### config.mk
export PLATFORM = sky130hd
export DESIGN_NAME = ind_mem_port
export DESIGN_NICKNAME = d
export VERILOG_FILES = /design/src/rtl/ind_mem_port.sv
export SDC_FILE = /design/constraint.sdc
export NUM_CORES = 1
export LEC_CHECK = 0
export BUFFER_PORTS_ARGS = -buffer_cell sky130_fd_sc_hd__clkbuf_2
export CAP_MARGIN = 20
export CORE_MARGIN = 5
export CORE_UTILIZATION = 49
export DETAILED_ROUTE_END_ITERATION = 7
export PLACE_DENSITY = 0.82
export SYNTH_ARGS = -nofsm -noshare
export SYNTH_HDL_FRONTEND = slang
export SYNTH_SLANG_ARGS = --single-unit
export TNS_END_PERCENT = 10
### constraint.sdc
create_clock -name clk -period 2.3 [get_ports clk]
set_input_delay 0.23 -clock clk [delete_from_list [all_inputs] [get_ports clk]]
set_output_delay 0.23 -clock clk [all_outputs]
set_load 0.01 [all_outputs]
### src/rtl/ind_mem_port.sv
module ind_mem_port #(
  parameter int DW = 16,
  parameter int OFS_W = 16,
  parameter logic [15:0] CTRL_RST = 16'hC000,
  parameter int SEL_BIT = 0,
  parameter int RUN_BIT = 5,
  localparam int AW = OFS_W - 1
) (
  input  logic          clk,
  input  logic          rst_n,
  input  logic          h_sel,
  input  logic          h_we,
  input  logic [1:0]    h_idx,
  input  logic [DW-1:0] h_wdata,
  output logic [DW-1:0] h_rdata,
  output logic          h_ready,
  output logic          m_req,
  output logic          m_we,
  output logic          m_tgt,
  output logic [AW-1:0] m_addr,
  output logic [DW-1:0] m_wdata,
  input  logic          m_rvalid,
  input  logic [DW-1:0] m_rdata,
  output logic          cpu_rst_n,
  output logic [DW-1:0] stat0
);
  localparam logic [1:0] IX_CTRL = 2'd0;
  localparam logic [1:0] IX_OFS  = 2'd1;
  localparam logic [1:0] IX_DATA = 2'd2;
  localparam logic [1:0] IX_STAT = 2'd3;
  localparam logic [OFS_W-1:0] STEP = OFS_W'(2);

  logic [DW-1:0]    ctrl;
  logic [DW-1:0]    st0;
  logic [OFS_W-1:0] ofs;
  logic             busy;

  wire data_acc = h_sel && (h_idx == IX_DATA);
  wire done     = h_sel && h_ready;

  assign m_req     = data_acc && !busy;
  assign m_we      = h_we;
  assign m_tgt     = ctrl[SEL_BIT];
  assign m_addr    = ofs[OFS_W-1:1];
  assign m_wdata   = h_wdata;
  assign h_ready   = busy ? m_rvalid : !(data_acc && !h_we);
  assign cpu_rst_n = ctrl[RUN_BIT];
  assign stat0     = st0;

  always_comb begin
    case (h_idx)
      IX_CTRL: h_rdata = ctrl;
      IX_OFS:  h_rdata = DW'(ofs);
      IX_DATA: h_rdata = m_rdata;
      default: h_rdata = '0;
    endcase
  end

  always_ff @(posedge clk or negedge rst_n) begin
    if (!rst_n) begin
      ctrl <= DW'(CTRL_RST);
      st0  <= '0;
      ofs  <= '0;
      busy <= 1'b0;
    end else begin
      if (busy) busy <= !m_rvalid;
      else      busy <= m_req && !m_we;
      if (done && h_we) begin
        case (h_idx)
          IX_CTRL: ctrl <= h_wdata;
          IX_OFS:  ofs  <= h_wdata[OFS_W-1:0];
          IX_STAT: st0  <= h_wdata;
          default: ;
        endcase
      end
      if (done && data_acc) ofs <= ofs + STEP;
    end
  end

  // processor reset tracks the written control bit
  a_r3_run_follows: assert property (@(posedge clk) disable iff (!rst_n)
    (done && h_we && h_idx == IX_CTRL) |=> (cpu_rst_n == $past(h_wdata[RUN_BIT])));

  // a data write is accepted at once and advances the offset
  a_r4_wr_inc: assert property (@(posedge clk) disable iff (!rst_n)
    (data_acc && h_we) |-> (h_ready && m_req) ##1 (ofs == $past(ofs) + STEP));

  // a read stalls the host and requests only once
  a_r5_stall: assert property (@(posedge clk) disable iff (!rst_n)
    (m_req && !m_we) |-> !h_ready);
  a_r5_single_req: assert property (@(posedge clk) disable iff (!rst_n)
    (m_req && !m_we) |=> !m_req);

  // wrap from the top halfword
  a_r7_wrap: assert property (@(posedge clk) disable iff (!rst_n)
    (done && data_acc && ofs == {OFS_W{1'b1}} - 1'b1) |=> (ofs == '0));

  // register accesses never reach memory
  a_r8_no_req_regs: assert property (@(posedge clk) disable iff (!rst_n)
    (h_sel && h_idx != IX_DATA) |-> !m_req);
endmodule

==> results of run 1 <==
==> worst max-delay path, cell delays in order, from the launching register on <==
cell	delay, ns
dfrtp_1	0.42
mux2i_1	0.33
or2_1	0.43
buf_4	0.22
nor4_1	0.06
a221o_1	0.28
==> registers in the layout, indices dropped and copies added (netlist names) <==
name,cells
stat0,16
ctrl,16
ofs,16
busy,1
==> logic make-up after synthesis <==
kind of cell,share of synthesized area (%)
compound gates,8.51
xor+xnor,0.307
fa+ha+maj,0.439
buf+inv,11.8
flops,43.1
mux,20.4
simple gates,15.4
==> routing by layer <==
metal  track usage [%]  part of all wire, %
met5                 0                    0
met4              7.22                 0.99
met3              3.80                  5.7
met2              33.8                   50
met1              25.6                   43
==> cell usage in the layout, fill, tap and decap left out, drive strengths merged, types with 2 or more instances in the layout <==
cell type	netlist	routed
nand3	15	15
inv	4	4
nand2	30	30
nor3	7	7
a221o	2	2
nor2	7	7
dfrtp	47	47
a211oi	2	2
mux2i	21	21
or4	3	3
clkbuf	6	113
and4	4	4
o21ai	18	18
o211ai	6	6
nor2b	2	2
a32oi	2	2
buf	41	13
nand4	7	7
mux2	33	33
and3	3	3
dfstp	2	2
==> power by group through the flow <==
stage	logic [mW]	clock network [mW]	registers (mW)
2_1_floorplan	0.556	0	1.26
3_3_place_gp	0.783	0	1.27
3_5_place_dp	0.804	0	1.29
4_1_cts	0.810	0.574	1.27
5_1_grt	0.879	0.608	1.31
6_report	0.796	0.554	1.28
==> final timing paths <==
kind | start | endpoint | cells after the start
worst max-delay path | busy$_DFF_PN0_ | ofs[8]$_DFFE_PN0P_ | 5
worst min-delay path | h_wdata[0] | ofs[0]$_DFFE_PN0P_ | 3
worst max register to register | busy$_DFF_PN0_ | ofs[8]$_DFFE_PN0P_ | 5
worst min register to register | stat0[15]$_DFFE_PN0P_ | stat0[15]$_DFFE_PN0P_ | 1
max in group asynchronous | rst_n | ctrl[14]$_DFFE_PN1P_ | 3
min in group asynchronous | rst_n | stat0[2]$_DFFE_PN0P_ | 2
==> through the flow <==
stage,util (%),total power [mW]
after floorplan,-,1.82
after global placement,58.5,2.06
after detailed placement,58.5,2.10
after CTS,60.5,2.66
after global routing,60.5,2.80
final,60.5,2.63
==> cell type report <==
type                            instances  area (µm²)
Timing Repair Buffer                  120         651
Tap cell                               72        90.1
Multi-Input combinational cell        177        1290
Inverter                                4        15.0
Fill cell                             476        2200
Clock inverter                          1        5.00
Clock buffer                            7        96.3
Sequential cell                        49        1230
==> impl_metrics.env, run 1 <==
export IMPL_cts_setup_buffers=0
export IMPL_syn_to_final_growth_pct=18.3
export IMPL_post_drt_wl_per_cell_um=16.9
export IMPL_holdWs_ns=0.186
export IMPL_start_util_pct=51.2
export IMPL_die_x_um=86.3
export IMPL_postRouteAntennaNets=0
export IMPL_clk_pin_slew_ns=0.09
export IMPL_synth_edff_count=0
export IMPL_yosysTopAreaCellShare_pct=41.2
export IMPL_p_clk_share_pct=21.0
export IMPL_max_slew_margin_pct=71.0
export IMPL_grt_ovfl_total=0
export IMPL_die_area_mm2=0.00745
export IMPL_p_leak_nw=1.62
export IMPL_critPathCaptureType="flip-flop"
export IMPL_slew_viol_final=0
export IMPL_yosysMostFrequentCell="dfrtp_1"
export IMPL_synth_warnings=0
export IMPL_fin_nets=397
export IMPL_synthDistinctLibCells=40
export IMPL_hold_path_class="in -> reg"
export IMPL_chipHeight_um=86.3
export IMPL_p_int_mw=1.73
export IMPL_rrSetupSlack_ns=0.46
export IMPL_ys_ff_latch=49
export IMPL_drive_gt1_share_pct=46.6
export IMPL_p_seq_share_pct=48.7
export IMPL_rows=27
export IMPL_cts_buffers=5
export IMPL_dr_pass1_iters=4
export IMPL_hpwl_um=5510
export IMPL_grtUsageTotal_pct=20.0
export IMPL_postCtsHoldBufs=1
export IMPL_io_pins=107
export IMPL_drt_iter0_drc=124
export IMPL_critical_path_max_fanout=13
export IMPL_fmax_ghz=0.542
export IMPL_clockRootBuffer="clkbuf_8"
export IMPL_tns_ns=0
export IMPL_swShare_pct=34.3
export IMPL_critPathLaunchType="flip-flop"
export IMPL_instances_no_fill=430
export IMPL_synth_common_cells="dfrtp_1, buf_4, mux2_2, nand2_1, mux2i_1"
export IMPL_post_cts_resized=0
export IMPL_avgSynthCellArea_um2=10.3
export IMPL_fin_crit_sh_pct=80.2
export IMPL_viasPerCell=5.48
export IMPL_pwr_share_comb_pct=30.3
export IMPL_synth_area_leader_cell="dfrtp_1"
export IMPL_antenna_found_initial=0
export IMPL_async_flop_share_pct=100
export IMPL_synth_area_mm2=0.00285
export IMPL_cp_required_ns=2.49
export IMPL_hold_viol_final=0
export IMPL_netSwitchingPower_mw=0.901
export IMPL_post_place_ws_ns=0.446
export IMPL_worstMarginPinSlew_ns=0.435
export IMPL_synth_area_leaders="dfrtp_1, mux2_2, buf_4"
export IMPL_cts_tree="done"
export IMPL_synth_ff_type="dfrtp_1"
export IMPL_path_class="reg -> reg"
export IMPL_drc=0
export IMPL_grt_pass1_vias=2469
export IMPL_grt_pass1_wl_um=11900
export IMPL_place_inst=421
export IMPL_core_area_mm2=0.00557
export IMPL_clk_path_buf_depth=2
export IMPL_n_antenna_cell=0
export IMPL_dr_total_vias=2358
export IMPL_syn_inst=277
export IMPL_synth_seq_area_share_pct=43.1
export IMPL_clock_skew_ns=0.00293
export IMPL_clkLatencyLatePin_ns=0.30
export IMPL_power_density_mw_per_mm2=780
export IMPL_rsz0062_at_grt="false"
export IMPL_cts_sinks=49
export IMPL_syn_nets=317
export IMPL_finalWorstSetupSlack_ns=0.456
export IMPL_setup_viol=0
export IMPL_grt_start_max_net_pins=36
export IMPL_fin_area_mm2=0.00337
export IMPL_maxCapViolations=0
export IMPL_port_buffers=106
export IMPL_totalWireLength_um=7250
export IMPL_ir_worst_vdd_uv=499
export IMPL_cp_arrival_ns=2.04
export IMPL_outcome="finished clean"
export IMPL_gp_congestion=0.856
export IMPL_htreeDepth=2
export IMPL_min_period_ns=1.84
export IMPL_dpl_cell_area_mm2=0.00326
Note: power is estimated with default switching activity, not from simulation.
==> run 2: changes to the inputs <==
--- a/config.mk
+++ b/config.mk
@@ -5,12 +5,13 @@
 export SDC_FILE = /design/constraint.sdc
 export NUM_CORES = 1
 export LEC_CHECK = 0
+export ABC_AREA = 1
 export BUFFER_PORTS_ARGS = -buffer_cell sky130_fd_sc_hd__clkbuf_2
 export CAP_MARGIN = 20
 export CORE_MARGIN = 5
-export CORE_UTILIZATION = 49
+export CORE_UTILIZATION = 50
 export DETAILED_ROUTE_END_ITERATION = 7
-export PLACE_DENSITY = 0.82
+export PLACE_DENSITY = 0.83
 export SYNTH_ARGS = -nofsm -noshare
 export SYNTH_HDL_FRONTEND = slang
 export SYNTH_SLANG_ARGS = --single-unit
==> constraint.sdc (replaced) <==
create_clock -name clk -period 1.7 [get_ports clk]
set_input_delay 0.17 -clock clk [delete_from_list [all_inputs] [get_ports clk]]
set_output_delay 0.17 -clock clk [all_outputs]
set_load 0.01 [all_outputs]
==> run 2 against run 1 <==
  * Via count increased by 18%
  * Global-route usage increased by 2.1 points
  * Non-clock buffer count decreased by 7
  * Combinational power increased by 42%
  * First-iteration DRC count increased by 20%
  * Largest power group unchanged
  * Synthesized area increased by 2.7%
  * Sequential power increased by 31%
  * Critical path type is now reg -> out
  * Hold slack got worse by 0.069 ns
  * Total power increased by 39%
==> impl_metrics.env, run 2 <==
export IMPL_cp_required_ns=1.53
export IMPL_clk_pin_slew_ns=0.10
export IMPL_hpwl_um=6240
export IMPL_layout_common_cells="nand2_1, clkbuf_2, dfrtp_1"
export IMPL_fin_crit_sh_pct=90.3
export IMPL_gp_congestion=0.893
export IMPL_synth_seq_area_share_pct=41.9
export IMPL_r2r_start="ofs[1]$_DFFE_PN0P_"
export IMPL_grt_pass1_wl_um=13000
export IMPL_p_leak_nw=1.83
export IMPL_hold_path_class="in -> reg"
export IMPL_core_area_mm2=0.00561
export IMPL_crit_family="flip-flops"
export IMPL_ys_ff_latch=49
export IMPL_rsz0062_at_grt="false"
export IMPL_final_common_cell="nand2_1"
export IMPL_start_util_pct=52.2
export IMPL_slowest_stage="dfrtp_1"
export IMPL_cts_setup_buffers=0
export IMPL_clkLatencyLatePin_ns=0.31
export IMPL_worstMarginPinSlew_ns=0.615
export IMPL_grt_pass1_vias=2692
export IMPL_critPathLaunchType="flip-flop"
export IMPL_cts_sinks=49
export IMPL_synth_compound_area_share_pct=10.3
export IMPL_synth_area_leader_cell="dfrtp_1"
export IMPL_synth_area_mm2=0.00293
export IMPL_synthDistinctLibCells=25
export IMPL_postRouteAntennaNets=0
export IMPL_die_area_mm2=0.00749
export IMPL_reg2reg_to="ofs[9]$_DFFE_PN0P_"
export IMPL_setup_viol=0
export IMPL_maxCapViolations=0
export IMPL_synth_warnings=0
export IMPL_synth_xor_area_share_pct=1.79
export IMPL_holdPathStages=3
export IMPL_cp_arrival_ns=1.36
export IMPL_dr_pass1_iters=4
export IMPL_clk_path_buf_depth=2
export IMPL_yosys_area_share_simple_pct=28.8
export IMPL_totalWireLength_um=8030
export IMPL_slew_viol_final=0
export IMPL_grt_start_max_net_pins=50
export IMPL_crit_top_cell="nand2_1"
export IMPL_critPathCaptureType="output pin"
export IMPL_critical_path_max_fanout=4
export IMPL_fin_nets=499
export IMPL_synth_edff_count=0
export IMPL_drive_gt1_share_pct=30.2
export IMPL_port_buffers=106
export IMPL_whs_endpoint="ofs[8]$_DFFE_PN0P_"
export IMPL_viasPerCell=5.21
export IMPL_path_class="reg -> out"
export IMPL_cts_tree="done"
export IMPL_cts_buffers=5
export IMPL_async_flop_share_pct=100
export IMPL_hp_start="h_wdata[8]"
export IMPL_max_stage_delay_ns=0.47
export IMPL_synth_top_family_by_area="simple AND/OR/NAND/NOR gates"
export IMPL_syn_inst=384
export IMPL_fmax_ghz=0.652
export IMPL_synth_ff_type="dfrtp_1"
export IMPL_power_density_mw_per_mm2=1080
export IMPL_rows=27
export IMPL_clock_skew_ns=0.00752
export IMPL_ir_worst_vdd_uv=563
export IMPL_syn_nets=424
export IMPL_grt_ovfl_total=0
export IMPL_finalPower_mw=3.66
export IMPL_muxShareOfSynthArea_pct=0
export IMPL_avgSynthCellArea_um2=7.63
export IMPL_yosysTopAreaCellShare_pct=40.2
export IMPL_syn_to_final_growth_pct=15.5
export IMPL_hold_viol_final=0
export IMPL_min_period_ns=1.53
export IMPL_rrSetupSlack_ns=0.21
export IMPL_die_x_um=86.5
export IMPL_tns_ns=0
export IMPL_synth_area_leaders="dfrtp_1, nand2_1, buf_4"
export IMPL_antenna_found_initial=0
export IMPL_synth_fa_ha_area_share_pct=0.427
export IMPL_htreeDepth=2
export IMPL_io_pins=107
export IMPL_r2r_cells=8
export IMPL_chipHeight_um=86.5
export IMPL_outcome="finished clean"
export IMPL_yosysMostFrequentCell="nand2_1"
export IMPL_synth_common_cells="nand2_1, dfrtp_1, nand3_1, inv_1, o21ai_1"
export IMPL_dr_total_vias=2771
export IMPL_cp_num_buf_inv=2
export IMPL_post_drt_wl_per_cell_um=15.1
export IMPL_cp_cell_sequence="nor3_1 -> nand2_1 -> nand2_1 -> inv_1 -> clkbuf_2"
export IMPL_drt_iter0_drc=149
export IMPL_postCtsHoldBufs=1
export IMPL_drc=0
export IMPL_grtUsageTotal_pct=22.1
export IMPL_clockRootBuffer="clkbuf_8"
export IMPL_n_antenna_cell=0
export IMPL_post_cts_resized=0
export IMPL_max_slew_margin_pct=59.0
-- run 2: cell count changes after synthesis, moves of 16 or more --
cell / change
o21ai_1: +33
mux2_2: -33
o21ai_0: -16
mux2i_1: -21
inv_1: +32
nand3_1: +24
nand2_1: +92
-- run 2: cells by family after synthesis --
group	after synthesis
fa+ha+maj	1
compound gates	49
simple gates	194
flops	49
xor+xnor	6
buf+inv	85
-- run 2: cell type report --
type                    count  area, µm²
clock buffers               5       68.8
inverters                  40        155
multi-input cells         250       1210
flip-flops and latches     49       1230
fillers                   508       2220
repair buffers            113        586
well taps                  72       90.1
clock inverters             3       43.8
-- run 2: per-layer routing --
layer | vias up | share of wire [%] | track usage (%)
met4 | 0 | 1.2 | 7.22
met5 | - | 0 | 0
met1 | 1277 | 40 | 29.4
li1 | 1350 | - | -
met2 | 134 | 50 | 35.9
met3 | 10 | 9.1 | 4.75
-- run 2: metrics by stage --
| stage | setup slack [ns] | instance area [µm²] | instances | hold slack [ns] | util [%] |
|---|---|---|---|---|---|
| global route | 0.0368 | 3380 | 532 | 0.125 | 60.3 |
| CTS | 0.191 | 3380 | 532 | 0.111 | 60.3 |
| finish | 0.165 | 3380 | 532 | 0.117 | 60.3 |
| detailed placement | 0.212 | 3260 | 523 | 0.315 | 58.1 |
| floorplan | 0.401 | 2930 | 384 | -0.126 | - |
| global placement | 0.303 | 3260 | 523 | 0.307 | 58.1 |
-- run 2: how the worst max path moves through the flow --
stage / slack (ns) / depth (start not counted) / end / from
6_report: 0.17 / 5 / h_ready / busy$_DFF_PN0_
5_1_grt: 0.04 / 8 / ofs[9]$_DFFE_PN0P_ / ofs[1]$_DFFE_PN0P_
4_1_cts: 0.19 / 5 / h_ready / busy$_DFF_PN0_
3_5_place_dp: 0.21 / 6 / ofs[15]$_DFFE_PN0P_ / ofs[1]$_DFFE_PN0P_
3_3_place_gp: 0.30 / 6 / ofs[15]$_DFFE_PN0P_ / ofs[1]$_DFFE_PN0P_
2_1_floorplan: 0.40 / 8 / ofs[13]$_DFFE_PN0P_ / ofs[1]$_DFFE_PN0P_
-- run 2: power by group --
group,total (mW),internal [mW],switching (mW)
logic,1.13,0.459,0.672
registers,1.68,1.42,0.261
clock network,0.853,0.442,0.411
-- run 2: worst reg2reg max path, cell delays in order, from the launching register on --
cell and delay [ns]:
dfrtp_1 0.45, ha_1 0.22, nand2_1 0.08, nor2_1 0.29, nand2_1 0.11, nand2_1 0.06
nand2_1 0.05, nand2_1 0.06, nand3_1 0.07
